`src/rtl/sqw_pkg.sv`:
```
package sqw_pkg;

  // Full period in input cycles, rounded to nearest
  function automatic int sqw_period(input int in_hz, input int out_hz);
    return (in_hz + out_hz / 2) / out_hz;
  endfunction

  // High phase takes the odd cycle
  function automatic int sqw_high(input int period);
    return (period + 1) / 2;
  endfunction

  function automatic int sqw_low(input int period);
    return period - sqw_high(period);
  endfunction

  // Counter width: enough bits to hold high-1, never zero
  function automatic int sqw_cnt_width(input int high);
    return (high <= 2) ? 1 : $clog2(high);
  endfunction

endpackage

```
`src/rtl/sqw_rst_sync.sv`:
```
module sqw_rst_sync #(
  parameter int STAGES = 2
) (
  input  logic clk,
  input  logic arst_n,
  output logic rst
);

  logic [STAGES-1:0] chain_q;

  always_ff @(posedge clk or negedge arst_n) begin
    if (!arst_n) chain_q <= '1;
    else         chain_q <= {chain_q[STAGES-2:0], 1'b0};
  end

  assign rst = chain_q[STAGES-1];

endmodule

```
`src/rtl/sqw_half_timer.sv`:
```
module sqw_half_timer #(
  parameter int CW       = 15,
  parameter int HIGH_LEN = 2,
  parameter int LOW_LEN  = 1
) (
  input  logic          clk,
  input  logic          rst,
  input  logic          level_i,
  output logic          expired_o,
  output logic [CW-1:0] count_o
);

  localparam logic [CW-1:0] HI_LOAD = CW'(HIGH_LEN - 1);
  localparam logic [CW-1:0] LO_LOAD = CW'(LOW_LEN - 1);

  logic [CW-1:0] cnt_q;

  assign expired_o = (cnt_q == '0);
  assign count_o   = cnt_q;

  // Reload with the length of the phase the output is about to enter
  always_ff @(posedge clk) begin
    if (rst)            cnt_q <= '0;
    else if (expired_o) cnt_q <= level_i ? LO_LOAD : HI_LOAD;
    else                cnt_q <= cnt_q - 1'b1;
  end


  reload_bound_chk: assert property (@(posedge clk) disable iff (rst)
    cnt_q <= HI_LOAD);


  count_down_chk: assert property (@(posedge clk) disable iff (rst)
    (cnt_q != '0) |=> (cnt_q == $past(cnt_q) - 1'b1));

endmodule

```
`src/rtl/sqw_phase_reg.sv`:
```
module sqw_phase_reg (
  input  logic clk,
  input  logic rst,
  input  logic expired_i,
  output logic level_o
);

  logic level_q;

  always_ff @(posedge clk) begin
    if (rst)            level_q <= 1'b0;
    else if (expired_i) level_q <= ~level_q;
  end

  assign level_o = level_q;


  flip_on_expiry_chk: assert property (@(posedge clk) disable iff (rst)
    expired_i |=> (level_q != $past(level_q)));


  steady_chk: assert property (@(posedge clk) disable iff (rst)
    !expired_i |=> $stable(level_q));

endmodule

```
`src/rtl/sqwave_div.sv`:
```
module sqwave_div #(
  parameter int IN_HZ  = 40_000_000,
  parameter int OUT_HZ = 1_200
) (
  input  logic clk,
  input  logic rst_n,
  output logic wave_out
);
  import sqw_pkg::*;

  localparam int PERIOD   = sqw_period(IN_HZ, OUT_HZ);
  localparam int HIGH_LEN = sqw_high(PERIOD);
  localparam int LOW_LEN  = sqw_low(PERIOD);
  localparam int CW       = sqw_cnt_width(HIGH_LEN);

  logic          rst;
  logic          expired;
  logic          level;
  logic [CW-1:0] count;

  sqw_rst_sync #(.STAGES(2)) u_rst_sync (
    .clk    (clk),
    .arst_n (rst_n),
    .rst    (rst)
  );

  sqw_half_timer #(
    .CW       (CW),
    .HIGH_LEN (HIGH_LEN),
    .LOW_LEN  (LOW_LEN)
  ) u_timer (
    .clk       (clk),
    .rst       (rst),
    .level_i   (level),
    .expired_o (expired),
    .count_o   (count)
  );

  sqw_phase_reg u_phase (
    .clk       (clk),
    .rst       (rst),
    .expired_i (expired),
    .level_o   (level)
  );

  assign wave_out = level;


  high_load_chk: assert property (@(posedge clk) disable iff (rst)
    $rose(level) |-> (count == CW'(HIGH_LEN - 1)));


  low_load_chk: assert property (@(posedge clk) disable iff (rst)
    $fell(level) |-> (count == CW'(LOW_LEN - 1)));

endmodule

```
`config.mk`:
```
export PLATFORM = sky130hd
export DESIGN_NAME = sqwave_div
export DESIGN_NICKNAME = d
export VERILOG_FILES = /design/src/rtl/sqw_pkg.sv /design/src/rtl/sqw_rst_sync.sv /design/src/rtl/sqw_half_timer.sv /design/src/rtl/sqw_phase_reg.sv /design/src/rtl/sqwave_div.sv
export SDC_FILE = /design/constraint.sdc
export NUM_CORES = 1
export LEC_CHECK = 0
export ABC_AREA = 1
export BUFFER_PORTS_ARGS = -buffer_cell sky130_fd_sc_hd__buf_2
export CELL_PAD_IN_SITES_DETAIL_PLACEMENT = 0
export CELL_PAD_IN_SITES_GLOBAL_PLACEMENT = 1
export CORE_ASPECT_RATIO = 1.4
export CORE_MARGIN = 3
export CORE_UTILIZATION = 44
export CTS_BUF_LIST = sky130_fd_sc_hd__clkbuf_16
export DETAILED_ROUTE_END_ITERATION = 10
export MAX_ROUTING_LAYER = met4
export PLACE_DENSITY = 0.84
export SETUP_SLACK_MARGIN = 0.05
export SYNTH_ARGS = -nofsm -noshare
export SYNTH_HDL_FRONTEND = slang
export SYNTH_HIERARCHICAL = 1
export SYNTH_SLANG_ARGS = --single-unit
```
`constraint.sdc`:
```
create_clock -name clk -period 1.85 [get_ports clk]
set_input_delay 0.2775 -clock clk [delete_from_list [all_inputs] [get_ports clk]]
set_output_delay 0.2775 -clock clk [all_outputs]
set_load 0.03 [all_outputs]
```
== Word level (Yosys, flattened, before mapping) ==
Cells that the tools add are included.

* Flip-flop bits (word level): 18
* Input port bits: 2
* Output and inout bits: 1
* Word-level logic and storage cells: 8

* Add/subtract/negate cells: 1
* Mux-type cells: 2
* Bitwise operators: 1
* Reduce and logical (&&, ||, !) cells: 1

{| class="wikitable"
|+ Operators by type and width
! cell !! number
|-
| $logic_not A15 Y1 || 1
|-
| $mux W15 || 1
|-
| $sub A15 B1 Y15 const B || 1
|-
| $mux W2 || 1
|-
| $not A1 Y1 || 1
|}

== Depth between registers and ports, before layout ==
Gate-level depths: netlist of run 1.

* Depth after elaboration: 2
* Gate-level depth with buffers: 9
* Mapped depth without buffers: 9

== Modules after synthesis ==
Netlist of run 1, hierarchy kept.

{| class="wikitable"
|+ Modules (own cells, without submodules)
! module !! times used !! cells an instance !! area an instance (µm²) !! sequential area each (µm²)
|-
| sqw_half_timer || 1 || 115 || 869.6 || 300.3
|-
| sqw_rst_sync || 1 || 3 || 56.3 || 52.6
|-
| sqw_phase_reg || 1 || 6 || 38.8 || 20.0
|}

== Least setup slack after synthesis of run 1 ==
No wires, ideal clock.

* Path type: register -> register
* Start point: reg u_timer.cnt_q[0], in the netlist u_timer/count_o[0]
* End point: reg u_phase.level_q, in the netlist u_phase/level_o
* Setup time: 114 ps
* Data arrival time: 1242 ps
* Required time: 1736 ps
* Slack: 494 ps
* Cell stages (with the launch flop): 10
* Buffers on the path: 0
* Clock period less this slack: 1356 ps
* Cells stage by stage: dfxtp_1 -> inv_1 -> ha_1 -> nand2_4 -> nor2_4 -> nand2_1 -> nor3b_2 -> nand2_1 -> nand2_1 -> nor2_1

* Longest elaborated chain between the ends: 1

{| class="wikitable"
|+ RTL lines
! what !! RTL line !! source
|-
| start: declaration || sqw_half_timer.sv:16 || <nowiki>logic [CW-1:0] cnt_q;</nowiki>
|-
| start signal: assignment || sqw_half_timer.sv:24 || <nowiki>else if (expired_o) cnt_q <= level_i ? LO_LOAD : HI_LOAD;</nowiki>
|-
| start signal: assignment || sqw_half_timer.sv:25 || <nowiki>else cnt_q <= cnt_q - 1'b1;</nowiki>
|-
| $logic_not A15 Y1 || sqw_half_timer.sv:18 || <nowiki>assign expired_o = (cnt_q == '0);</nowiki>
|-
| named net expired || sqwave_div.sv:17 || <nowiki>logic expired;</nowiki>
|-
| end signal: assignment || sqw_phase_reg.sv:12 || <nowiki>else if (expired_i) level_q <= ~level_q;</nowiki>
|-
| end: declaration || sqw_phase_reg.sv:8 || <nowiki>logic level_q;</nowiki>
|}

The timed path passes the listed nets, and every way through them passes these cells.
A chain may end at the register's enable or synchronous reset.

== Final worst setup path of run 1 ==
Same ends and word-level chain as after synthesis.

==> run_results.csv, run 1 <==
group,metric,value,unit
timing,period_needed,1.44,ns
grt,busiest_layer,"met2",
logic_synthesis,ys.flop_type,"dfxtp_1",
critical_path,r2r-start,"u_timer/count_o[0]$_SDFF_PP0_",
logic_synthesis,synth.yosys.seq_area_share,38.7,%
critical_path,end_kind,"flip-flop",
final_layout,area_growth_syn_to_layout,12.6,%
grt,grt_max_degree,10,
logic_synthesis,syn_area,965,um^2
worst_hold_path,hold_class,"flip-flop to flip-flop",
drt,drt-total-wl,1760,um
critical_path,reg2reg_to,"u_phase/level_o$_SDFFE_PP0P_",
critical_path,worstSetupStartpointType,"flip-flop",
final_layout,n_antenna_cell,0,
grt,grt_pass1_vias,755,
place,dpl.hpwl,1370,um
final_layout,nets,135,
grt,antenna_found_initial,0,
clock_network,tritoncts,"yes",
timing,final.period_utilization,77.8,%
die,start_util,47.7,%
critical_path,crit_arrival,1.58,ns
logic_synthesis,ys_types,23,
clock_network,numCtsBuffers,3,
logic_synthesis,yosys-top-cells-count,"nand2_1 (26), inv_1 (17), dfxtp_1 (16)",
critical_path,rrSetupSlack,0.41,ns
critical_path,path_common_cell,"nand2_1",
place,io_buffers,2,
critical_path,crit_path_start,"u_timer/count_o[0]$_SDFF_PP0_",
clock_network,cts_resized,0,
timing,slew_violations,0,
critical_path,reg2reg_depth,9,
clock_network,cts_sinks,18,
die,die_x,45.6,um
timing,setup_viol,0,
timing,finalHoldViolCount,0,
critical_path,crit_path_cell_trace,"inv_1, ha_1, nand2_4, nor2_4, nand2_1, nor3b_2, nand2_1, nand2_1, nor2_1",
logic_synthesis,syn_nets,127,
clock_network,cts_root_buf,"clkbuf_16",
die,die_y,61.4,um
drt,final_antenna_net_count,0,
clock_network,ctsLongestPathBuffers,2,
drt,viasPerCell,4.95,
grt,use_met2,28.3,%
logic_synthesis,synth_most_common_cell,"nand2_1",
logic_synthesis,synthCells,124,
grt,gr-total-overflow,0,
flow_run,maxCapViolCount,0,
die,core,2020,um^2
grt,grt.total_usage,16.7,%
drt,routedWlPerCell,11.7,um
drt,dr_total_vias,747,
die,core.rowCount,19,
logic_synthesis,ys_seq_elements,18,
timing,finalSetupTns,0,ns
drt,drc,0,
timing,rsz0062_at_grt,"false",
grt,grt.met1_usage,18.9,%
critical_path,slowest_stage,"dfxtp_1",
clock_network,cts_setup_buffers,0,
logic_synthesis,synth-async-reset-ratio,11.1,%
drt,drt-initial-drc-count,8,
drt,firstDrtPassIters,4,
clock_network,clkTransAtPathRegs,0.05,ns
critical_path,cpPeakStageDelay,0.29,ns
logic_synthesis,yosys_warnings,6,
critical_path,cp.required,1.99,ns
run_status,outcome,"finished clean",
grt,grt_first_pass_wirelength,3280,um
critical_path,critPathMaxFanout,5,
logic_synthesis,syn_avg_cell_area,7.78,um^2
timing,fin_skew,0.00311,ns
place,place_congestion,0.776,
critical_path,setup.worst_path.end,"u_phase/level_o$_SDFFE_PP0P_",
logic_synthesis,yosys.area.top_type,"dfxtp_1",
logic_synthesis,synthTopCellsByArea,"dfxtp_1 (33%), nand2_1 (10%), nor2_2 (7.1%), inv_1 (6.6%), dfstp_2 (5.4%)",
final_layout,drive_gt1_share,27.7,%
clock_network,worstSkewPairLatency,0.24,ns
logic_synthesis,synth-edff-count,0,
die,num_io_pins,3,
logic_synthesis,synth_top_area_share,33.2,%
timing,max_freq,695,MHz
grt,use_met3,2.63,%
critical_path,crit_type,"flip-flop to flip-flop",
clock_network,h-tree-depth,1,
die,die-area,2800,um^2
worst_hold_path,holdPathStages,0,
[metrics by stage]
stage	area [um^2]	utilization, %	hold WS (ns)	setup WS (ns)	instances
3_5_place_dp	1000	49.5	0.240	0.397	147
6_report	1090	53.7	0.370	0.410	151
3_3_place_gp	1000	49.5	0.225	0.445	147
2_1_floorplan	965	-	0.130	0.494	124
5_1_grt	1090	53.7	0.374	0.256	151
4_1_cts	1090	53.7	0.375	0.398	151
[cells by family after synthesis]
group,after synthesis,share of synthesized area [%]
DFF,18,38.7
xor gates and xnor gates,4,3.63
other,1,0.389
and+or+nand+nor,72,41.4
buffers and inverters,17,6.61
AOI/OAI and AO/OA,11,8.04
adders and majority gates,1,1.30
[metal layers]
layer | vias to the layer above | part of all wire [%]
li1 | 397 | -
met1 | 346 | 44
met2 | 2 | 54
met3 | 2 | 1.3
met4 | 0 | 0.96
met5 | - | 0
[registers in the layout (all words and copies together), names as in the netlist]
signal / cells
u_rst_sync/chain_q: 2
u_phase/level_o: 1
u_timer/count_o: 15
[what timing repair did]
item | in CTS | in global routing
hold endpoints to repair | 2 | 0
endpoints found under the setup margin | 0 | 0
hold buffers | 1 | 0
[layout make-up]
cell class                      instances  area [um^2]
Fill cell                             191          935
Multi-Input combinational cell         89          528
Sequential cell                        18          373
Clock buffer                            3         75.1
Inverter                               17         63.8
Tap cell                               21         26.3
Timing Repair Buffer                    3         20.0
[worst min path at each step]
| stage | start | endpoint |
|---|---|---|
| final | u_rst_sync/chain_q[0]$_DFF_PN1_ | u_rst_sync/chain_q[1]$_DFF_PN1_ |
| after CTS | u_rst_sync/chain_q[0]$_DFF_PN1_ | u_rst_sync/chain_q[1]$_DFF_PN1_ |
| after global placement | rst_n | u_rst_sync/chain_q[1]$_DFF_PN1_ |
| after global routing | u_rst_sync/chain_q[0]$_DFF_PN1_ | u_rst_sync/chain_q[1]$_DFF_PN1_ |
| after detailed placement | rst_n | u_rst_sync/chain_q[1]$_DFF_PN1_ |
| after floorplan | rst_n | u_rst_sync/chain_q[0]$_DFF_PN1_ |
[critical path: cells and delay by family, from the launching register on]
family	cells	cell delay (ns)
adders and majority gates	1	0.28
and+or+nand+nor	7	0.66
buffers and inverters	1	0.09
DFF	1	0.29
[placed cells by master, fill, tap and decap left out, types with 2 or more instances in the layout]
cell / count
a21oi_1: 4
a21oi_2: 6
buf_2: 2
clkbuf_16: 3
dfstp_2: 2
dfxtp_1: 16
inv_1: 17
nand2_1: 26
nand2_2: 3
nand2_4: 2
nand3_1: 9
nor2_1: 13
nor2_2: 11
nor2_4: 2
xnor2_1: 3
Power of run 1 is not shown: default switching activity piles up to over one toggle a cycle in this logic, so the estimate is an artifact.
==> run 2, diff against run 1 <==
==> constraint.sdc (replaced) <==
create_clock -name clk -period 1.4 [get_ports clk]
set_input_delay 0.21 -clock clk [delete_from_list [all_inputs] [get_ports clk]]
set_output_delay 0.21 -clock clk [all_outputs]
set_load 0.03 [all_outputs]
==> run 2 against run 1 <==
Against the previous run:
- cell count grew 5.3%
- setup slack lost 0.32 ns
- maximum frequency grew 9.8%
- hold slack lost 0.011 ns
- first-iteration DRC count grew 38%
- global-route usage shrank 0.19 points
- critical path depth shrank 1
- non-clock buffer count grew 6
- clock skew shrank 0.0011 ns
- core utilization grew 5.4 points
- largest cell class unchanged
- highest routed layer unchanged
==> run_results.csv, run 2 (synthesis gave the netlist of run 1 again) <==
group,metric,value,unit
place,io_buffers,2,
drt,firstDrtPassIters,4,
grt,grt_max_degree,11,
final_layout,nets,142,
timing,whs,0.359,ns
timing,max_freq,763,MHz
clock_network,cts_root_buf,"clkbuf_16",
drt,drt-initial-drc-count,11,
timing,final.period_utilization,93.6,%
die,die-area,2800,um^2
final_layout,area_growth_syn_to_layout,23.9,%
die,core,2020,um^2
place,dpl.hpwl,1310,um
final_layout,final_common_cell,"nand2_1",
timing,slew_violations,0,
final_layout,largest_register_ffs,15,
final_layout,drive_gt1_share,34.8,%
die,num_io_pins,3,
grt,antenna_found_initial,0,
drt,routedWlPerCell,12.6,um
timing,period_needed,1.31,ns
critical_path,critPathMaxFanout,6,
timing,fin_skew,0.00205,ns
worst_hold_path,hold_class,"flip-flop to flip-flop",
critical_path,crit_type,"flip-flop to flip-flop",
place,dp_slack,0.0366,ns
drt,dr_total_vias,803,
clock_network,tritoncts,"yes",
final_layout,fin_util,59.1,%
die,start_util,47.7,%
drt,drt-total-wl,2000,um
final_layout,final_cells,159,
drt,viasPerCell,5.05,
grt,gr-total-overflow,0,
clock_network,cts_sinks,18,
final_layout,fillCellCount,174,
critical_path,path_common_cell,"nand2_8",
final_layout,n_antenna_cell,0,
grt,grt.total_usage,16.5,%
clock_network,numCtsBuffers,3,
drt,drc,0,
critical_path,cp.buffers_inverters,2,
run_status,outcome,"finished clean",
clock_network,clkTransAtPathRegs,0.05,ns
final_layout,seq_area,373,um^2
final_layout,final_cell_mix,"nand2_1 (25), dfxtp_1 (16), inv_1 (15), nor2_1 (12), nor2_2 (11)",
timing,setup_viol,0,
critical_path,cp.required,1.54,ns
drt,final_antenna_net_count,0,
critical_path,worstSetupStartpointType,"flip-flop",
clock_network,h-tree-depth,1,
flow_run,maxCapViolCount,0,
final_layout,multi_input_area,588,um^2
die,die_x,45.6,um
critical_path,slowest_stage,"dfxtp_1",
clock_network,ctsLongestPathBuffers,2,
timing,rsz0062_at_grt,"true",
grt,grt_pass1_vias,778,
place,place_congestion,0.791,
die,core.rowCount,19,
critical_path,crit_family,"simple AND/OR/NAND/NOR gates",
place,dp_cells,149,
critical_path,cpPeakStageDelay,0.30,ns
clock_network,worstSkewPairLatency,0.25,ns
critical_path,end_kind,"flip-flop",
timing,fin_ws,0.0894,ns
critical_path,crit_arrival,1.45,ns
die,die_y,61.4,um
timing,finalHoldViolCount,0,
critical_path,crit_path_cell_trace,"inv_2, ha_4, nand2_8, buf_4, nor2_8, nand2_8, nand2_8, nor2_2",
grt,grt_first_pass_wirelength,3220,um
run 2: cell types whose count changed in the layout (fill, tap and decap cells not counted), moves of 2 or more:
cell,before,now
buf_4,0,6
nand2_8,1,4
inv_1,17,15
inv_2,0,2
nand2_4,2,0
run 2: final timing paths:
kind / start / to / slack (ns) / cells past startpoint
min in group asynchronous: rst_n / u_rst_sync/chain_q[0]$_DFF_PN1_ / 0.44 / 2
worst min register to register: u_rst_sync/chain_q[0]$_DFF_PN1_ / u_rst_sync/chain_q[1]$_DFF_PN1_ / 0.36 / 0
worst min-delay path: u_rst_sync/chain_q[0]$_DFF_PN1_ / u_rst_sync/chain_q[1]$_DFF_PN1_ / 0.36 / 0
worst max-delay path: u_timer/count_o[1]$_SDFF_PP0_ / u_timer/count_o[5]$_SDFF_PP0_ / 0.09 / 8
max in group asynchronous: rst_n / u_rst_sync/chain_q[1]$_DFF_PN1_ / 0.94 / 2
worst max register to register: u_timer/count_o[1]$_SDFF_PP0_ / u_timer/count_o[5]$_SDFF_PP0_ / 0.09 / 8
run 2: repair_timing:
item                                    4_1_cts  5_1_grt
setup buffers                                 0        4
endpoints found under the setup margin        1        4
hold endpoints to repair                      2        0
resized for setup                             1        8
pin swaps                                     0       10
gates cloned                                  0        1
hold buffers                                  1        0
run 2: layout make-up:
class / count / share of cell area (%)
Timing Repair Buffer: 9 / 5.45
Clock buffer: 3 / 6.28
Tap cell: 21 / 2.20
Sequential cell: 18 / 31.2
Multi-Input combinational cell: 90 / 49.2
Clock inverter: 1 / 0.314
Inverter: 17 / 5.34
run 2: routing by layer:
metal  wire length [um]  track usage (%)  vias to the layer above
li1                   -                -                      415
met1                816             18.0                      370
met2               1080             28.1                       14
met3                 54             2.63                        4
met4                 51             8.79                        0
met5                  0                -                        -
run 2: through the flow:
| stage | TNS (ns) | cell area (um^2) |
|---|---|---|
| after detailed placement | 0 | 1020 |
| after floorplan | 0 | 967 |
| after global routing | -0.0313 | 1190 |
| after global placement | 0 | 1020 |
| final | 0 | 1190 |
| after CTS | 0 | 1120 |
Power of run 2 is left out for the same reason.
